File: src/rtl/rss_pkg.sv
package rss_pkg;

  localparam int KEY_BITS   = 128;
  localparam int TUPLE_BITS = 96;
  localparam int ADDR_BITS  = 64;
  localparam int HASH_W     = 32;

  localparam logic [1:0] PROTO_TCP = 2'd0;
  localparam logic [1:0] PROTO_UDP = 2'd1;
  localparam logic [1:0] MODE_FULL = 2'd0;

  // header description word carried with each tuple
  typedef struct packed {
    logic       rsvd;
    logic       frag;
    logic       ver;
    logic [1:0] proto;
    logic [5:0] mac_len;
    logic [4:0] ihl;
  } sband_t;

  typedef enum logic [1:0] {
    ST_IDLE,
    ST_HASH,
    ST_LOOK,
    ST_DONE
  } qsel_state_t;

endpackage

File: src/rtl/rss_cfg_regs.sv
module rss_cfg_regs #(
  parameter int TBL_DEPTH = 16,
  parameter int IDX_W     = 4,
  parameter int ADDR_W    = 5,
  parameter int ENT_W     = 20
) (
  input  logic                clk,
  input  logic                rst_n,
  input  logic                we,
  input  logic [ADDR_W-1:0]   addr,
  input  logic [31:0]         wdata,
  output logic                cfg_en,
  output logic [1:0]          cfg_mode,
  output logic [127:0]        key,
  input  logic [IDX_W-1:0]    rd_idx,
  output logic [ENT_W-1:0]    rd_entry
);
  localparam int LO_W = ADDR_W - 1;

  logic              tbl_hit;
  logic [LO_W-1:0]   lo_addr;
  logic [2:0]        ctrl_q;
  logic [31:0]       kword [4];
  logic [ENT_W-1:0]  tbl [TBL_DEPTH];

  assign tbl_hit = we && addr[ADDR_W-1];
  assign lo_addr = addr[LO_W-1:0];

  always_ff @(posedge clk) begin
    if (!rst_n) begin
      ctrl_q <= '0;
    end else if (we && !addr[ADDR_W-1] && lo_addr == LO_W'(0)) begin
      ctrl_q <= wdata[2:0];
    end
  end

  for (genvar w = 0; w < 4; w++) begin : g_key
    always_ff @(posedge clk) begin
      if (!rst_n) begin
        kword[w] <= '0;
      end else if (we && !addr[ADDR_W-1] && lo_addr == LO_W'(w + 1)) begin
        kword[w] <= wdata;
      end
    end
  end

  for (genvar e = 0; e < TBL_DEPTH; e++) begin : g_tbl
    always_ff @(posedge clk) begin
      if (!rst_n) begin
        tbl[e] <= '0;
      end else if (tbl_hit && addr[IDX_W-1:0] == IDX_W'(e)) begin
        tbl[e] <= wdata[ENT_W-1:0];
      end
    end
  end

  assign cfg_en   = ctrl_q[0];
  assign cfg_mode = ctrl_q[2:1];
  assign key      = {kword[0], kword[1], kword[2], kword[3]};
  assign rd_entry = tbl[rd_idx];

endmodule

File: src/rtl/rss_sband_dec.sv
module rss_sband_dec
  import rss_pkg::*;
(
  input  logic [15:0] sband,
  input  logic [1:0]  mode,
  output logic        hdr_bad,
  output logic        use_ports
);
  sband_t sb;
  logic   unused_sb;

  assign sb        = sband_t'(sband);
  assign hdr_bad   = sb.ver || (sb.ihl == 5'd0);
  assign use_ports = (mode == MODE_FULL) && !sb.frag &&
                     (sb.proto == PROTO_TCP || sb.proto == PROTO_UDP);
  assign unused_sb = ^{sb.rsvd, sb.mac_len};

endmodule

File: src/rtl/rss_toeplitz.sv
module rss_toeplitz
  import rss_pkg::*;
#(
  parameter int STEP = 4
) (
  input  logic                  clk,
  input  logic                  rst_n,
  input  logic                  start,
  input  logic                  full,
  input  logic [KEY_BITS-1:0]   key_in,
  input  logic [TUPLE_BITS-1:0] tuple_in,
  output logic                  done,
  output logic [HASH_W-1:0]     hash
);
  localparam int N_FULL = TUPLE_BITS / STEP;
  localparam int N_ADDR = ADDR_BITS / STEP;
  localparam int CW     = $clog2(N_FULL + 1);

  logic [KEY_BITS-1:0]   ksr;
  logic [TUPLE_BITS-1:0] tsr;
  logic [HASH_W-1:0]     acc, acc_nxt;
  logic [CW-1:0]         cnt;
  logic                  busy;

  always_comb begin
    acc_nxt = acc;
    for (int j = 0; j < STEP; j++) begin
      if (tsr[TUPLE_BITS-1-j]) acc_nxt = acc_nxt ^ ksr[KEY_BITS-1-j -: HASH_W];
    end
  end

  always_ff @(posedge clk) begin
    if (!rst_n) begin
      ksr  <= '0;
      tsr  <= '0;
      acc  <= '0;
      cnt  <= '0;
      busy <= 1'b0;
      done <= 1'b0;
    end else begin
      done <= 1'b0;
      if (start) begin
        ksr  <= key_in;
        tsr  <= tuple_in;
        acc  <= '0;
        cnt  <= full ? CW'(N_FULL) : CW'(N_ADDR);
        busy <= 1'b1;
      end else if (busy) begin
        acc <= acc_nxt;
        ksr <= ksr << STEP;
        tsr <= tsr << STEP;
        cnt <= cnt - CW'(1);
        if (cnt == CW'(1)) begin
          busy <= 1'b0;
          done <= 1'b1;
        end
      end
    end
  end

  assign hash = acc;

endmodule

File: src/rtl/rss_qsel.sv
module rss_qsel
  import rss_pkg::*;
#(
  parameter int STEP      = 4,
  parameter int TBL_DEPTH = 16,
  parameter int QID_W     = 12,
  parameter int FP_W      = 4,
  localparam int IDX_W    = (TBL_DEPTH > 1) ? $clog2(TBL_DEPTH) : 1,
  localparam int ADDR_W   = ((IDX_W > 3) ? IDX_W : 3) + 1
) (
  input  logic              clk,
  input  logic              rst_n,
  input  logic              cfg_we,
  input  logic [ADDR_W-1:0] cfg_addr,
  input  logic [31:0]       cfg_wdata,
  input  logic              in_valid,
  output logic              in_ready,
  input  logic [95:0]       in_tuple,
  input  logic [15:0]       in_sband,
  output logic              out_valid,
  input  logic              out_ready,
  output logic [QID_W-1:0]  out_qid,
  output logic [FP_W-1:0]   out_fp,
  output logic [FP_W-1:0]   out_nfp,
  output logic [31:0]       out_hash
);
  localparam int ENT_W = QID_W + 2 * FP_W;

  qsel_state_t          st;
  logic                 cfg_en;
  logic [1:0]           cfg_mode;
  logic [127:0]         key;
  logic [ENT_W-1:0]     entry;
  logic [HASH_W-1:0]    hash_r, h_hash;
  logic                 hdr_bad, use_ports, h_start, h_done, accept;

  rss_cfg_regs #(
    .TBL_DEPTH(TBL_DEPTH), .IDX_W(IDX_W), .ADDR_W(ADDR_W), .ENT_W(ENT_W)
  ) u_regs (
    .clk(clk), .rst_n(rst_n), .we(cfg_we), .addr(cfg_addr), .wdata(cfg_wdata),
    .cfg_en(cfg_en), .cfg_mode(cfg_mode), .key(key),
    .rd_idx(hash_r[IDX_W-1:0]), .rd_entry(entry)
  );

  rss_sband_dec u_dec (
    .sband(in_sband), .mode(cfg_mode), .hdr_bad(hdr_bad), .use_ports(use_ports)
  );

  rss_toeplitz #(.STEP(STEP)) u_hash (
    .clk(clk), .rst_n(rst_n), .start(h_start), .full(use_ports),
    .key_in(key), .tuple_in(in_tuple), .done(h_done), .hash(h_hash)
  );

  assign in_ready = (st == ST_IDLE);
  assign accept   = in_valid && in_ready;
  assign h_start  = accept && cfg_en && !hdr_bad;

  always_ff @(posedge clk) begin
    if (!rst_n) begin
      st        <= ST_IDLE;
      hash_r    <= '0;
      out_valid <= 1'b0;
      out_qid   <= '0;
      out_fp    <= '0;
      out_nfp   <= '0;
      out_hash  <= '0;
    end else begin
      unique case (st)
        ST_IDLE: if (accept) begin
          if (h_start) begin
            st <= ST_HASH;
          end else begin
            hash_r <= '0;
            st     <= ST_LOOK;
          end
        end
        ST_HASH: if (h_done) begin
          hash_r <= h_hash;
          st     <= ST_LOOK;
        end
        ST_LOOK: begin
          out_valid <= 1'b1;
          out_qid   <= entry[QID_W-1:0];
          out_fp    <= entry[QID_W +: FP_W];
          out_nfp   <= entry[QID_W+FP_W +: FP_W];
          out_hash  <= hash_r;
          st        <= ST_DONE;
        end
        ST_DONE: if (out_ready) begin
          out_valid <= 1'b0;
          st        <= ST_IDLE;
        end
        default: st <= ST_IDLE;
      endcase
    end
  end

endmodule

File: config.mk
export PLATFORM = sky130hd
export DESIGN_NAME = rss_qsel
export DESIGN_NICKNAME = d
export VERILOG_FILES = /design/src/rtl/rss_pkg.sv /design/src/rtl/rss_cfg_regs.sv /design/src/rtl/rss_sband_dec.sv /design/src/rtl/rss_toeplitz.sv /design/src/rtl/rss_qsel.sv
export SDC_FILE = /design/constraint.sdc
export NUM_CORES = 1
export LEC_CHECK = 0
export BUFFER_PORTS_ARGS = -buffer_cell sky130_fd_sc_hd__buf_2
export CAP_MARGIN = 20
export CORE_ASPECT_RATIO = 0.9
export CORE_UTILIZATION = 40
export CTS_CLUSTER_DIAMETER = 40
export DETAILED_ROUTE_END_ITERATION = 7
export GPL_ROUTABILITY_DRIVEN = 0
export GPL_TIMING_DRIVEN = 1
export PLACE_DENSITY_LB_ADDON = 0.05
export SYNTH_ARGS = -nofsm -noshare
export SYNTH_HDL_FRONTEND = slang
export SYNTH_HIERARCHICAL = 1
export SYNTH_SLANG_ARGS = --single-unit
File: constraint.sdc
create_clock -name clk -period 5 [get_ports clk]
set_input_delay 0.25 -clock clk [delete_from_list [all_inputs] [get_ports clk]]
set_output_delay 0.25 -clock clk [all_outputs]
set_load 0.02 [all_outputs]
### Word-level counts from Yosys, hierarchy flattened

Memory sizes are Yosys's and may differ from the RTL's. A register that Yosys moved wholly into a read port is not among the register bits.
Cells that the tools add are included.
Widths: inputs -> output; s select.

* flip-flop bits (word level): 333
* memory bits (writable): 448
* bits of input ports: 154
* output and inout bits: 54
* logic and storage cells: 218
* memories kept: 2

* $add $sub $neg: 1
* equal/unequal tests: 24
* multiplexer cells: 107
* bitwise operators: 26
* reduce and logical (&&, ||, !) cells: 47

Memories
* u_regs.tbl: words 16, bits a word 20, read ports 1, clocked after Yosys merged registers in 1, write ports 16, RTL line rss_cfg_regs.sv:24 `logic [ENT_W-1:0] tbl [TBL_DEPTH];`
* u_regs.kword: words 4, bits a word 32, read ports 4, clocked after Yosys merged registers in 0, write ports 4, RTL line rss_cfg_regs.sv:23 `logic [31:0] kword [4];`

Operators by type and width (number)
* $mux 32: 11
* $mux 20: 16
* $mux 128: 2
* $mux 96: 2
* $xor 32x32->32: 4
* $mux 1: 66
* $pmux 32 s2: 1
* $eq 4x4->1 const B: 8
* $logic_and 1x1->1: 28
* $or 1x1->1: 20
* $eq 4x3->1 const B: 4
* $mux 5: 2
* $eq 4x2->1 const B: 2
* $mux 2: 4
* $pmux 2 s4: 1
* $logic_not 2->1: 3
* $reduce_bool 2->1: 3
* $eq 5x1->1 const B: 1
* $logic_not 5->1: 1
* $sub 5x1->5 const B: 1
* $eq 2x1->1 const B: 2
* $eq 2x2->1 const B: 2
* $eq 4x1->1 const B: 1
* $logic_not 1->1: 4
* 12 further kinds: 16

### Longest topological paths before layout

* depth in word-level cells: 8
* gate-level depth with buffers: 10
* mapped depth without buffers: 8

### Hierarchy

Netlist, hierarchy kept.

By module, submodules not included
* rss_cfg_regs: times used 1, cells an instance 1270, area an instance 18759.2 um2, sequential area each 13513.0 um2
* rss_toeplitz: times used 1, cells an instance 1660, area an instance 13800.7 um2, sequential area each 5265.0 um2
* rss_qsel: times used 1, cells an instance 389, area an instance 3792.4 um2, sequential area each 1741.7 um2
* rss_sband_dec: times used 1, cells an instance 3, area an instance 21.3 um2, sequential area each 0.0 um2

### Worst setup path before layout

Ideal clock, no wire load.

* path type: in2reg
* start: input cfg_we
* end: memory u_regs.kword[2][0], enable pin
* library setup time: 0.466 ns
* arrival time: 3.193 ns
* required time: 4.534 ns
* slack: 1.341 ns
* cell stages on the path: 4
* buffers on the path: 1
* cells stage by stage: clkbuf_1 > nand2b_1 > nand2b_1 > o21ai_0

RTL lines
* from (decl): RTL line rss_qsel.sv:13 `input logic cfg_we,`
* to (decl): RTL line rss_cfg_regs.sv:23

### Final worst setup path

* start: register st[0]
* end: register u_hash.acc[31] (netlist: u_hash/hash[31])

* word-level cells in the longest chain between the ends: 5

RTL lines
* from (decl): RTL line rss_qsel.sv:29 `qsel_state_t st;`
* from (signal assigned): RTL line rss_qsel.sv:60 `st <= ST_IDLE;`
* from (signal assigned): RTL line rss_qsel.sv:71 `st <= ST_HASH;`
* from (signal assigned): RTL line rss_qsel.sv:74 `st <= ST_LOOK;`
* $logic_not 2->1: RTL line rss_qsel.sv:54 `assign in_ready = (st == ST_IDLE);`
* $logic_and 1x1->1: RTL line rss_qsel.sv:55 `assign accept = in_valid && in_ready;`
* $logic_and 1x1->1 (2 in a row): RTL line rss_qsel.sv:56 `assign h_start = accept && cfg_en && !hdr_bad;`
* net h_start: RTL line rss_qsel.sv:35 `logic hdr_bad, use_ports, h_start, h_done, accept;`
* $reduce_or 2->1 (no line)
* to (signal assigned): RTL line rss_toeplitz.sv:49 `acc <= acc_nxt;`
* to (decl): RTL line rss_toeplitz.sv:21 `logic [HASH_W-1:0] acc, acc_nxt;`

The timed path passes the listed nets, and every way through them passes these cells.
A chain may end at the register's enable or synchronous reset.

==> impl_metrics.json <==
{
  "yosys_warnings": 6,
  "worstMarginPinSlew_ns": 1.148,
  "power_density_mw_per_mm2": 405.5,
  "root_buffer": "clkbuf_16",
  "maxCapViolations": 0,
  "fmax_mhz": 339.5,
  "track_usage_pct": 22.37,
  "synth.top_cell.area_share_pct": 36.99,
  "dp_slack_ns": 1.940,
  "cts_buffers": 134,
  "first_iter_violations": 1948,
  "fin_crit_ns": 2.945,
  "crit_required_ns": 5.58,
  "skew_ns": 0.02959,
  "setup_slack_ns": 2.055,
  "wl_per_cell_um": 21.14,
  "synth_area_mm2": 0.03637,
  "grt_antenna_before_repair": 13,
  "drive_gt1_share_pct": 16.97,
  "syn-num-nets": 3483,
  "ir_drop_mv": 0.2494,
  "p_leak_nw": 14.81,
  "setup-violations-final": 0,
  "syn_to_final_growth_pct": 21.36,
  "async_flop_share_pct": 0,
  "synthTopCellsByArea": "edfxtp_1, dfxtp_1, mux2i_1",
  "synth_edf_count": 448,
  "wirelength_um": 102300,
  "start_util_pct": 40.51,
  "netlist_instances": 3322,
  "drt_pre_antenna_iters": 6,
  "nNetsFinal": 3726,
  "grt_max_degree": 221,
  "nFillCells": 8102,
  "synth_sequential_area_ratio_pct": 56.41,
  "io_pins": 208,
  "core_area_mm2": 0.08979,
  "dp_hpwl_um": 61950,
  "clk_path_buf_depth": 3,
  "syn_avg_cell_area_um2": 10.95,
  "cts_setup_buffers": 0,
  "seqCellArea_mm2": 0.02053,
  "synth.largest_area_cell": "edfxtp_1",
  "cts.sinks": 801,
  "vias_per_cell": 5.251,
  "post-route-drc-count": 0,
  "path_max_fanout": 48,
  "fp.dieW_um": 319.9,
  "arrival_ns": 3.52,
  "path_class": "flip-flop to flip-flop",
  "clock_latency_ns": 0.70,
  "rows": 104,
  "ctsResizeCount": 0,
  "finalHoldViolations": 0,
  "ys.flop_type": "edfxtp_1",
  "setup_tns_ns": 0,
  "drv_slew": 0,
  "synth_seq_cells": 801,
  "yosysUniqueCellTypes": 62,
  "ant_nets": 0,
  "status": "complete, no violations",
  "hold_path.class": "primary input to flip-flop",
  "die_h_um": 288.1,
  "cts_max_level": 4,
  "multi_input_area_mm2": 0.01462,
  "clkSlewWorstSetupHoldPaths_ns": 0.05,
  "vias": 25420,
  "grt_pass1_vias": 25340,
  "cp-end-kind": "flip-flop",
  "post-route-period-util_pct": 58.90,
  "postCtsHoldBufs": 111,
  "grt_pass1_wl_um": 156300,
  "critPathLaunchType": "flip-flop",
  "portBuffers": 199,
  "tritoncts": "yes",
  "rsz0062_at_grt": "false",
  "slew_headroom_pct": 23.18,
  "die-area_mm2": 0.09215,
  "overflow": 0
}
## synthesized netlist by cell type (34+ instances only)
library cell    n
nand4_1        35
a22oi_1        63
mux4_2         80
mux2i_1       268
buf_2          67
and2_1        346
xor2_1         34
xnor2_1        66
inv_1          38
dfxtp_1       353
o21ai_0       240
edfxtp_1      448
nand2_1       482
a21oi_1        44
nor2_1        412
clkbuf_1      125
## through the flow
| step | hold slack (ns) | instances | total power [mW] | util [%] | area [um^2] |
|---|---|---|---|---|---|
| floorplan | 0.3970 | 3322 | 8.079 | - | 36370 |
| global placement | 0.4665 | 4475 | 8.489 | 42.49 | 38150 |
| detailed placement | 0.4748 | 4480 | 8.534 | 42.61 | 38260 |
| CTS | 0.003055 | 4834 | 18.10 | 49.03 | 44020 |
| global route | 0.05393 | 4838 | 18.48 | 49.16 | 44130 |
| finish | 0.04374 | 4841 | 17.90 | 49.16 | 44140 |
## metal layers
metal	up-vias	part of all wire, %	GRT usage (%)	routed length (um)
met1	12440	45	30.46	46110
met5	-	0.025	0	26
met3	142	5.4	3.517	5539
li1	12120	-	-	-
met2	715	47	36.61	48390
met4	4	2.2	7.022	2258
## path summary, 6_finish.rpt
| path | from | end | slack (ns) | depth (start not counted) |
|---|---|---|---|---|
| worst min-delay path | cfg_wdata[0] | u_regs/ctrl_q[0] | 0.04 | 3 |
| worst max-delay path | st[0] | u_hash/hash[31] | 2.05 | 7 |
| worst max register to register | st[0] | u_hash/hash[31] | 2.05 | 7 |
| worst min register to register | out_hash[0] | out_hash[0] | 0.48 | 2 |
## sequential cells by signal (all words and copies together), names as in the netlist
| name | count |
|---|---|
| st | 2 |
| u_regs/kword | 128 |
| hash_r | 32 |
| out_hash | 32 |
| out_nfp | 4 |
| u_hash/busy | 1 |
| out_valid | 1 |
| u_regs/tbl | 320 |
| out_qid | 12 |
| u_regs/ctrl_q | 3 |
| u_hash/hash | 32 |
| u_hash/ksr | 128 |
| u_hash/cnt | 5 |
| out_fp | 4 |
| u_hash/tsr | 96 |
| u_hash/done | 1 |
## power by group
group / total (mW) / switching (mW) / internal (mW)
Sequential: 7.30 / 0.0952 / 7.20
Combinational: 1.18 / 0.758 / 0.422
Clock: 9.42 / 3.41 / 6.01
## area by class of cell
type,count,area share (%)
diodes,3,0.01701
multi-input cells,2226,33.11
repair buffers,364,6.188
clock inverters,93,2.534
clock buffers,150,8.013
inverters,38,0.3231
well taps,1166,3.305
flip-flops and latches,801,46.51
## cell usage in the layout (no fill, tap or decap), types with 29 or more instances in the layout
| cell | instances |
|---|---|
| xor2_1 | 34 |
| inv_1 | 37 |
| a31o_1 | 29 |
| dfxtp_1 | 350 |
| mux4_2 | 80 |
| o21ai_0 | 220 |
| a22oi_1 | 63 |
| nor2_1 | 412 |
| nand4_1 | 35 |
| dlygate4sd3_1 | 111 |
| a21oi_1 | 44 |
| xnor2_1 | 66 |
| buf_2 | 199 |
| and2_1 | 345 |
| mux2i_1 | 268 |
| edfxtp_1 | 448 |
| clkbuf_16 | 137 |
| buf_4 | 40 |
| nand2_1 | 482 |
| o221ai_1 | 32 |
## kinds of logic (layout without fill, tap and decap cells)
logic type / Yosys count / after routing / synth area share, %
AND/OR/NAND/NOR: 1341 / 1341 / 17.13
flip-flops: 801 / 801 / 56.41
AO/OA/AOI/OAI: 429 / 429 / 7.251
multiplexers: 349 / 349 / 12.37
buffers and inverters: 295 / 645 / 4.186
XOR/XNOR: 100 / 100 / 2.408
adder cells (fa/ha/maj): 7 / 7 / 0.2408
other: 0 / 3 / 0
## worst max-delay path: stages, from the launching register on
cell and delay, ns:
dfxtp_1 0.33, inv_1 0.15, ha_1 0.38, and3_4 0.58
nand2b_1 0.73, buf_4 0.35, nor2_1 0.06, a31o_2 0.23
Note: power is estimated with default switching activity, not from simulation.
